===== config.mk =====
export PLATFORM = sky130hd
export DESIGN_NAME = smc_async_ctrl
export DESIGN_NICKNAME = d
export VERILOG_FILES = /design/src/rtl/smc_pkg.sv /design/src/rtl/smc_clkdiv.sv /design/src/rtl/smc_seq.sv /design/src/rtl/smc_datapath.sv /design/src/rtl/smc_async_ctrl.sv
export SDC_FILE = /design/constraint.sdc
export NUM_CORES = 1
export LEC_CHECK = 0
export BUFFER_PORTS_ARGS = -buffer_cell sky130_fd_sc_hd__buf_2
export CELL_PAD_IN_SITES_DETAIL_PLACEMENT = 1
export CELL_PAD_IN_SITES_GLOBAL_PLACEMENT = 2
export CORE_MARGIN = 5
export CORE_UTILIZATION = 29
export CTS_CLUSTER_SIZE = 40
export DETAILED_ROUTE_END_ITERATION = 8
export PLACE_DENSITY_LB_ADDON = 0.3
export SKIP_CTS_REPAIR_TIMING = 1
export SLEW_MARGIN = 20
export SYNTH_ARGS = -nofsm -noshare
export SYNTH_HDL_FRONTEND = slang
export SYNTH_HIERARCHICAL = 1
export SYNTH_SLANG_ARGS = --single-unit

===== constraint.sdc =====
create_clock -name clk -period 2.9 [get_ports clk]
set_input_delay 0.435 -clock clk [delete_from_list [all_inputs] [get_ports clk]]
set_output_delay 0.435 -clock clk [all_outputs]
set_load 0.005 [all_outputs]

===== src/rtl/smc_pkg.sv =====
package smc_pkg;

  localparam int TF_W  = 4;
  localparam int TIM_W = 4 * TF_W;

  typedef struct packed {
    logic [TF_W-1:0] turn;
    logic [TF_W-1:0] wait_st;
    logic [TF_W-1:0] strb_dly;
    logic [TF_W-1:0] setup;
  } smc_tim_t;

  typedef enum logic [1:0] {
    PH_IDLE = 2'd0,
    PH_ADDR = 2'd1,
    PH_DATA = 2'd2,
    PH_TURN = 2'd3
  } smc_phase_e;

  // Right shift from byte address to device word address.
  function automatic logic [1:0] width_shift(input logic [1:0] code);
    return (code == 2'd3) ? 2'd2 : code;
  endfunction

  // Data phase counter start: strobe delay plus wait states.
  function automatic logic [TF_W:0] data_span(input smc_tim_t t);
    return {1'b0, t.strb_dly} + {1'b0, t.wait_st};
  endfunction

  // Byte lanes active for a width code.
  function automatic int lane_count(input logic [1:0] code);
    return 1 << width_shift(code);
  endfunction

endpackage


===== src/rtl/smc_clkdiv.sv =====
module smc_clkdiv #(
  parameter int DIV_W = 4
) (
  input  logic             clk,
  input  logic             rst_n,
  input  logic             run,
  input  logic [DIV_W-1:0] div,
  output logic             mclk
);

  logic [DIV_W-1:0] cnt_q;
  logic             wrap;

  assign wrap = (cnt_q >= div);

  always_ff @(posedge clk or negedge rst_n) begin
    if (!rst_n) begin
      cnt_q <= '0;
      mclk  <= 1'b0;
    end else if (!run) begin
      cnt_q <= '0;
      mclk  <= 1'b0;
    end else if (wrap) begin
      cnt_q <= '0;
      mclk  <= ~mclk;
    end else begin
      cnt_q <= cnt_q + 1'b1;
    end
  end

  a_r9_gated_low: assert property (@(posedge clk) disable iff (!rst_n)
    !run |=> !mclk);

  a_r9_toggle_on_wrap: assert property (@(posedge clk) disable iff (!rst_n)
    (run && !wrap) |=> $stable(mclk));

endmodule


===== src/rtl/smc_seq.sv =====
module smc_seq
  import smc_pkg::*;
(
  input  logic             clk,
  input  logic             rst_n,
  input  logic             req,
  input  logic             req_we,
  input  logic [TIM_W-1:0] rd_tim,
  input  logic [TIM_W-1:0] wr_tim,
  output smc_phase_e       phase,
  output logic             start_evt,
  output logic             last_data,
  output logic             strobe_on,
  output logic             done
);

  smc_tim_t        tim_q;
  smc_tim_t        tim_sel;
  logic [TF_W:0]   cnt_q;

  assign tim_sel   = req_we ? smc_tim_t'(wr_tim) : smc_tim_t'(rd_tim);
  assign start_evt = (phase == PH_IDLE) && req;
  assign last_data = (phase == PH_DATA) && (cnt_q == '0);
  assign strobe_on = (phase == PH_DATA) && (cnt_q <= {1'b0, tim_q.wait_st});

  always_ff @(posedge clk or negedge rst_n) begin
    if (!rst_n) begin
      phase <= PH_IDLE;
      cnt_q <= '0;
      tim_q <= '0;
      done  <= 1'b0;
    end else begin
      done <= last_data;
      unique case (phase)
        PH_IDLE: if (req) begin
          tim_q <= tim_sel;
          cnt_q <= {1'b0, tim_sel.setup};
          phase <= PH_ADDR;
        end
        PH_ADDR: if (cnt_q == '0) begin
          cnt_q <= data_span(tim_q);
          phase <= PH_DATA;
        end else begin
          cnt_q <= cnt_q - 1'b1;
        end
        PH_DATA: if (cnt_q == '0) begin
          cnt_q <= {1'b0, tim_q.turn} - 1'b1;
          phase <= (tim_q.turn == '0) ? PH_IDLE : PH_TURN;
        end else begin
          cnt_q <= cnt_q - 1'b1;
        end
        PH_TURN: if (cnt_q == '0) begin
          phase <= PH_IDLE;
        end else begin
          cnt_q <= cnt_q - 1'b1;
        end
        default: phase <= PH_IDLE;
      endcase
    end
  end

  a_r4_turn_holds_off: assert property (@(posedge clk) disable iff (!rst_n)
    (phase == PH_TURN) |=> (phase != PH_ADDR));

  a_r5_done_single: assert property (@(posedge clk) disable iff (!rst_n)
    done |=> !done);

  a_r5_done_after_data: assert property (@(posedge clk) disable iff (!rst_n)
    done |-> ($past(phase) == PH_DATA));

  a_r2_strobe_held_to_end: assert property (@(posedge clk) disable iff (!rst_n)
    (strobe_on && !last_data) |=> strobe_on);

endmodule


===== src/rtl/smc_datapath.sv =====
module smc_datapath
  import smc_pkg::*;
#(
  parameter  int NBANK  = 4,
  parameter  int ADDR_W = 26,
  parameter  int DATA_W = 32,
  localparam int BANK_W = $clog2(NBANK),
  localparam int LANES  = DATA_W / 8
) (
  input  logic              clk,
  input  logic              rst_n,
  input  smc_phase_e        phase,
  input  logic              start_evt,
  input  logic              last_data,
  input  logic              strobe_on,
  input  logic              req_we,
  input  logic [BANK_W-1:0] req_bank,
  input  logic [ADDR_W-1:0] req_addr,
  input  logic [DATA_W-1:0] req_wdata,
  input  logic [2*NBANK-1:0] cfg_width,
  input  logic [NBANK-1:0]  cfg_mux,
  input  logic [DATA_W-1:0] mem_dq_in,
  output logic [DATA_W-1:0] rdata,
  output logic [NBANK-1:0]  mem_cs_n,
  output logic [ADDR_W-1:0] mem_addr,
  output logic              mem_adv_n,
  output logic              mem_oe_n,
  output logic              mem_we_n,
  output logic [DATA_W-1:0] mem_dq_out,
  output logic [LANES-1:0]  mem_dq_oe
);

  logic              we_q;
  logic              mux_q;
  logic [BANK_W-1:0] bank_q;
  logic [ADDR_W-1:0] eaddr_q;
  logic [DATA_W-1:0] wdata_q;
  logic [1:0]        code_q;
  logic [1:0]        code_req;
  logic [LANES-1:0]  lanes;
  logic [DATA_W-1:0] bits;
  logic [DATA_W-1:0] addr_on_dq;
  logic              in_acc;
  logic              addr_drive;
  logic              data_drive;

  assign code_req = cfg_width[2*req_bank +: 2];

  always_comb begin
    for (int l = 0; l < LANES; l++) begin
      lanes[l]        = (l < lane_count(code_q));
      bits[8*l +: 8]  = {8{lanes[l]}};
    end
  end

  generate
    if (ADDR_W >= DATA_W) begin : g_addr_trunc
      assign addr_on_dq = eaddr_q[DATA_W-1:0];
    end else begin : g_addr_ext
      assign addr_on_dq = {{(DATA_W-ADDR_W){1'b0}}, eaddr_q};
    end
  endgenerate

  always_ff @(posedge clk or negedge rst_n) begin
    if (!rst_n) begin
      we_q    <= 1'b0;
      mux_q   <= 1'b0;
      bank_q  <= '0;
      eaddr_q <= '0;
      wdata_q <= '0;
      code_q  <= '0;
      rdata   <= '0;
    end else begin
      if (start_evt) begin
        we_q    <= req_we;
        mux_q   <= cfg_mux[req_bank];
        bank_q  <= req_bank;
        eaddr_q <= req_addr >> width_shift(code_req);
        wdata_q <= req_wdata;
        code_q  <= code_req;
      end
      if (last_data && !we_q) begin
        rdata <= mem_dq_in & bits;
      end
    end
  end

  assign in_acc     = (phase == PH_ADDR) || (phase == PH_DATA);
  assign addr_drive = (phase == PH_ADDR) && mux_q;
  assign data_drive = (phase == PH_DATA) && we_q;

  generate
    for (genvar b = 0; b < NBANK; b++) begin : g_cs
      assign mem_cs_n[b] = !(in_acc && (bank_q == BANK_W'(b)));
    end
  endgenerate

  assign mem_addr   = in_acc ? eaddr_q : '0;
  assign mem_adv_n  = !addr_drive;
  assign mem_oe_n   = !(strobe_on && !we_q);
  assign mem_we_n   = !(strobe_on && we_q);
  assign mem_dq_oe  = (addr_drive || data_drive) ? lanes : '0;
  assign mem_dq_out = addr_drive ? (addr_on_dq & bits) :
                      data_drive ? (wdata_q & bits) : '0;

  a_r1_cs_onehot: assert property (@(posedge clk) disable iff (!rst_n)
    $onehot0(~mem_cs_n));

  a_r7_bus_free_on_read: assert property (@(posedge clk) disable iff (!rst_n)
    !mem_oe_n |-> (mem_dq_oe == '0));

  a_r8_one_strobe: assert property (@(posedge clk) disable iff (!rst_n)
    !(!mem_oe_n && !mem_we_n));

  a_r7_adv_clear_of_strobe: assert property (@(posedge clk) disable iff (!rst_n)
    !mem_adv_n |-> (mem_oe_n && mem_we_n));

  a_r1_strobe_inside_cs: assert property (@(posedge clk) disable iff (!rst_n)
    (!mem_oe_n || !mem_we_n) |-> !(&mem_cs_n));

endmodule


===== src/rtl/smc_async_ctrl.sv =====
module smc_async_ctrl
  import smc_pkg::*;
#(
  parameter  int NBANK  = 4,
  parameter  int ADDR_W = 26,
  parameter  int DATA_W = 32,
  parameter  int DIV_W  = 4,
  localparam int BANK_W = $clog2(NBANK),
  localparam int LANES  = DATA_W / 8
) (
  input  logic               clk,
  input  logic               rst_n,
  input  logic               req,
  input  logic               req_we,
  input  logic [BANK_W-1:0]  req_bank,
  input  logic [ADDR_W-1:0]  req_addr,
  input  logic [DATA_W-1:0]  req_wdata,
  output logic               done,
  output logic [DATA_W-1:0]  rdata,
  input  logic [2*NBANK-1:0] cfg_width,
  input  logic [NBANK-1:0]   cfg_mux,
  input  logic [TIM_W-1:0]   cfg_rd_tim,
  input  logic [TIM_W-1:0]   cfg_wr_tim,
  input  logic [DIV_W-1:0]   cfg_clk_div,
  input  logic               cfg_clk_cont,
  output logic [NBANK-1:0]   mem_cs_n,
  output logic [ADDR_W-1:0]  mem_addr,
  output logic               mem_adv_n,
  output logic               mem_oe_n,
  output logic               mem_we_n,
  output logic [DATA_W-1:0]  mem_dq_out,
  output logic [LANES-1:0]   mem_dq_oe,
  input  logic [DATA_W-1:0]  mem_dq_in,
  output logic               mem_clk
);

  smc_phase_e phase;
  logic       start_evt;
  logic       last_data;
  logic       strobe_on;
  logic       clk_run;

  smc_seq u_seq (
    .clk       (clk),
    .rst_n     (rst_n),
    .req       (req),
    .req_we    (req_we),
    .rd_tim    (cfg_rd_tim),
    .wr_tim    (cfg_wr_tim),
    .phase     (phase),
    .start_evt (start_evt),
    .last_data (last_data),
    .strobe_on (strobe_on),
    .done      (done)
  );

  smc_datapath #(
    .NBANK  (NBANK),
    .ADDR_W (ADDR_W),
    .DATA_W (DATA_W)
  ) u_dp (
    .clk        (clk),
    .rst_n      (rst_n),
    .phase      (phase),
    .start_evt  (start_evt),
    .last_data  (last_data),
    .strobe_on  (strobe_on),
    .req_we     (req_we),
    .req_bank   (req_bank),
    .req_addr   (req_addr),
    .req_wdata  (req_wdata),
    .cfg_width  (cfg_width),
    .cfg_mux    (cfg_mux),
    .mem_dq_in  (mem_dq_in),
    .rdata      (rdata),
    .mem_cs_n   (mem_cs_n),
    .mem_addr   (mem_addr),
    .mem_adv_n  (mem_adv_n),
    .mem_oe_n   (mem_oe_n),
    .mem_we_n   (mem_we_n),
    .mem_dq_out (mem_dq_out),
    .mem_dq_oe  (mem_dq_oe)
  );

  assign clk_run = cfg_clk_cont || (phase == PH_ADDR) || (phase == PH_DATA);

  smc_clkdiv #(.DIV_W(DIV_W)) u_clk (
    .clk   (clk),
    .rst_n (rst_n),
    .run   (clk_run),
    .div   (cfg_clk_div),
    .mclk  (mem_clk)
  );

  a_r4_cs_high_at_done: assert property (@(posedge clk) disable iff (!rst_n)
    done |-> (&mem_cs_n));

endmodule


==> flow_summary.ini <==
[placement]
dp.cells = 1160
dp_hpwl_microns = 16010
port_buffers = 247
gp_congestion = 0.7712

[detailed_routing]
routed_wl_microns = 21610
initialDrtViolationCount = 191
vias = 5697
drtAntennaViolNets = 0
drc = 0
post_drt_via_cell_ratio = 4.771
wl_per_cell_microns = 18.10
firstDrtPassIters = 4

[yosys]
syn_area_per_cell_sq_um = 10.08
syn-cell-area_sq_um = 6625
seq_area_frac_synth = 0.4570
yosysTopAreaCell = dfrtp_1
yosysMostFrequentCell = dfrtp_1
yosysWarnings = 6
ys.flop_type = dfrtp_1
synth_cell_types = 56
async_flop_share = 1.000
syn_inst = 657
ys_top_cells_by_count = dfrtp_1 (121), nand2_1 (77), mux2_2 (48)
synth.top_cell.area_share = 0.4570
synth_fp_nets = 821
synth_area_leaders = dfrtp_1 (46%), mux2_2 (8.2%), mux2i_1 (6.0%), nand2_1 (4.4%), nor2b_1 (4.1%)
ys_seq_elements = 121
synth_edf_count = 0

[critical_path]
cpMaxStageDelayCell = dfrtp_1
critPathKind = reg -> out
crit_chain = inv_1 -> ha_1 -> and2_1 -> buf_4 -> clkinv_1 -> nand2_1 -> o21ai_1 -> a21oi_1 -> buf_2
cp_data_required_time_ps = 2470
worstPathMaxFanout = 9
worst-path-buf-inv = 4
slowest_delay_ps = 400
worst_setup_path_end_kind = output pin
critPathTopFamily = compound AO/OA/AOI/OAI gates
crit_path_start = u_seq/phase[1]
arrival_ps = 2330
worstSetupStartpointType = flip-flop
timing.rr.start = u_seq/cnt_q[0]

[floorplan]
die_area_sq_um = 25970
num_rows = 55
ioPinCount = 248
core-area_sq_um = 22570
die_w_microns = 161.1
die_h_microns = 161.1
initial_core_util = 0.2935

[cts]
cts_tree = done
clockRootBuffer = clkbuf_16
h-tree-depth = 4
clk_pin_slew_ps = 70
cts_made_buffers = 17
clkLatencyLatePin_ps = 420
cts_sinks = 121
cts_buffer_depth = 2

[pwr]
ir_drop_mv = 0.3395
power.switching_uw = 2987
power.internal_uw = 4851
power.density_nw_per_um2 = 895.6
p_sw_frac = 0.3811
p_leak_uw = 0.004361
sequentialPowerShare = 0.356
fin_total_pwr_uw = 7838
power_frac_comb = 0.386
clock_power_share = 0.259

[grt]
grt_pass1_wl_microns = 34610
gr-total-overflow = 0
antenna_found_initial = 2
grt_pass1_vias = 6198
grtUsageTotal = 0.1666
grt_max_degree = 65

[timing]
setup_viol_count_final = 0
fmax_mhz = 362.2
fin_crit_sh = 0.9521
hold_ws_ps = 8.361
slew_viol_final = 0
grt_setup_unrepaired = yes
fin_crit_ps = 2761
clock_skew_ps = 11.28
tightestPinTransition_ps = 838.4
setup_tns_ps = 0
relSlewSlack = 0.4373
finalHoldViolCount = 0

[finish]
fill_cells = 2666
nets = 1059
drive_gt1_frac = 0.3987
regArea_sq_um = 3028
multi_input_area_sq_um = 3303
stdcell_count = 1194
syn_to_final_growth_pct = 32.09

[run]
drv_cap = 0

[run_status]
outcome = finished, final reports clean

[min_path]
hold_path.class = in -> async
## area by class of cell
class | instances | share of cell area
Tap cell | 285 | 0.04075
Timing Repair Buffer | 264 | 0.1609
Multi-Input combinational cell | 465 | 0.3775
Antenna cell | 1 | 0.0002860
Inverter | 26 | 0.01115
Clock buffer | 17 | 0.04861
Clock inverter | 15 | 0.01487
Sequential cell | 121 | 0.3460
## registers in the layout, summed over array words and instances, names as in the netlist
| name | cells |
|---|---|
| u_dp/rdata | 32 |
| u_dp/wdata_q | 32 |
| u_dp/eaddr_q | 26 |
| u_seq/tim_q | 12 |
| u_seq/cnt_q | 5 |
| u_clk/cnt_q | 4 |
| u_dp/bank_q | 2 |
| u_dp/code_q | 2 |
| u_seq/phase | 2 |
| u_clk/mclk | 1 |
| u_dp/mux_q | 1 |
| u_dp/we_q | 1 |
| u_seq/done | 1 |
## metrics by stage
step                      worst slack [ps]  instance area (sq um)    util
after floorplan                      462.1                   6625       -
after global placement               372.8                   8164  0.3617
after detailed placement             262.7                   8164  0.3617
after CTS                           -188.4                   8720  0.3863
after global routing                -78.25                   8751  0.3877
final                                138.8                   8751  0.3877
## logic make-up (layout without fill, tap and decap cells)
logic type	count (synthesis)	after routing	synth area share
AND/OR/NAND/NOR	195	195	0.1496
AO/OA/AOI/OAI	151	151	0.1398
flip-flops	121	121	0.4570
multiplexers	93	93	0.1590
buffers and inverters	71	322	0.04835
adder cells (fa/ha/maj)	19	19	0.03702
XOR/XNOR	7	7	0.009254
other	0	1	0
## placed cells by master, fill, tap and decap left out, types with 3 or more instances in the layout
master	n
nor2b_1	43
mux2_2	48
clkinv_4	3
a31oi_1	17
mux2i_1	40
buf_2	246
ha_1	18
nor2_1	31
clkbuf_16	17
nand2b_1	3
and3_1	6
buf_12	3
inv_1	25
a22oi_1	3
nand2_1	77
nand3_1	5
xor2_1	3
o21ai_1	11
buf_4	14
nand3b_1	9
a22o_1	16
nor3_1	6
xnor2_1	4
dfrtp_1	121
inv_6	7
o21ai_0	40
a21oi_1	46
## metal layers
metal | global-route usage | part of all wire | vias up
li1 | - | - | 2786
met1 | 0.2270 | 0.47 | 2731
met2 | 0.2630 | 0.46 | 160
met3 | 0.04261 | 0.057 | 18
met4 | 0.04808 | 0.013 | 2
met5 | 0 | 0.00060 | -
## worst reg2reg max path, stage by stage (launching register included)
cell and delay [ps]:
dfrtp_1 410, inv_1 100, ha_1 250, or4b_1 490
nor3_1 290, nand2b_2 190, nor2_1 470, a22o_1 200
## power groups by stage
stage | Clock (uW) | Sequential (uW) | Combinational [uW]
after floorplan | 0 | 2650 | 1970
after global placement | 0 | 2820 | 2990
after CTS | 2100 | 2800 | 3050
final | 2030 | 2790 | 3020
after detailed placement | 0 | 2820 | 3030
after global routing | 2160 | 2880 | 3430
## path summary, 6_finish.rpt
check | end | slack [ps] | cells after the start
setup / recovery | mem_dq_out[11] | 140 | 9
hold / removal | u_dp/rdata[2] | 8 | 1
setup reg to reg | u_dp/rdata[15] | 450 | 7
hold reg to reg | u_dp/rdata[30] | 480 | 2
max in group asynchronous | u_dp/wdata_q[28] | 2140 | 2
min in group clk | u_dp/rdata[14] | 230 | 2
Note: power is estimated with default switching activity, not from simulation.
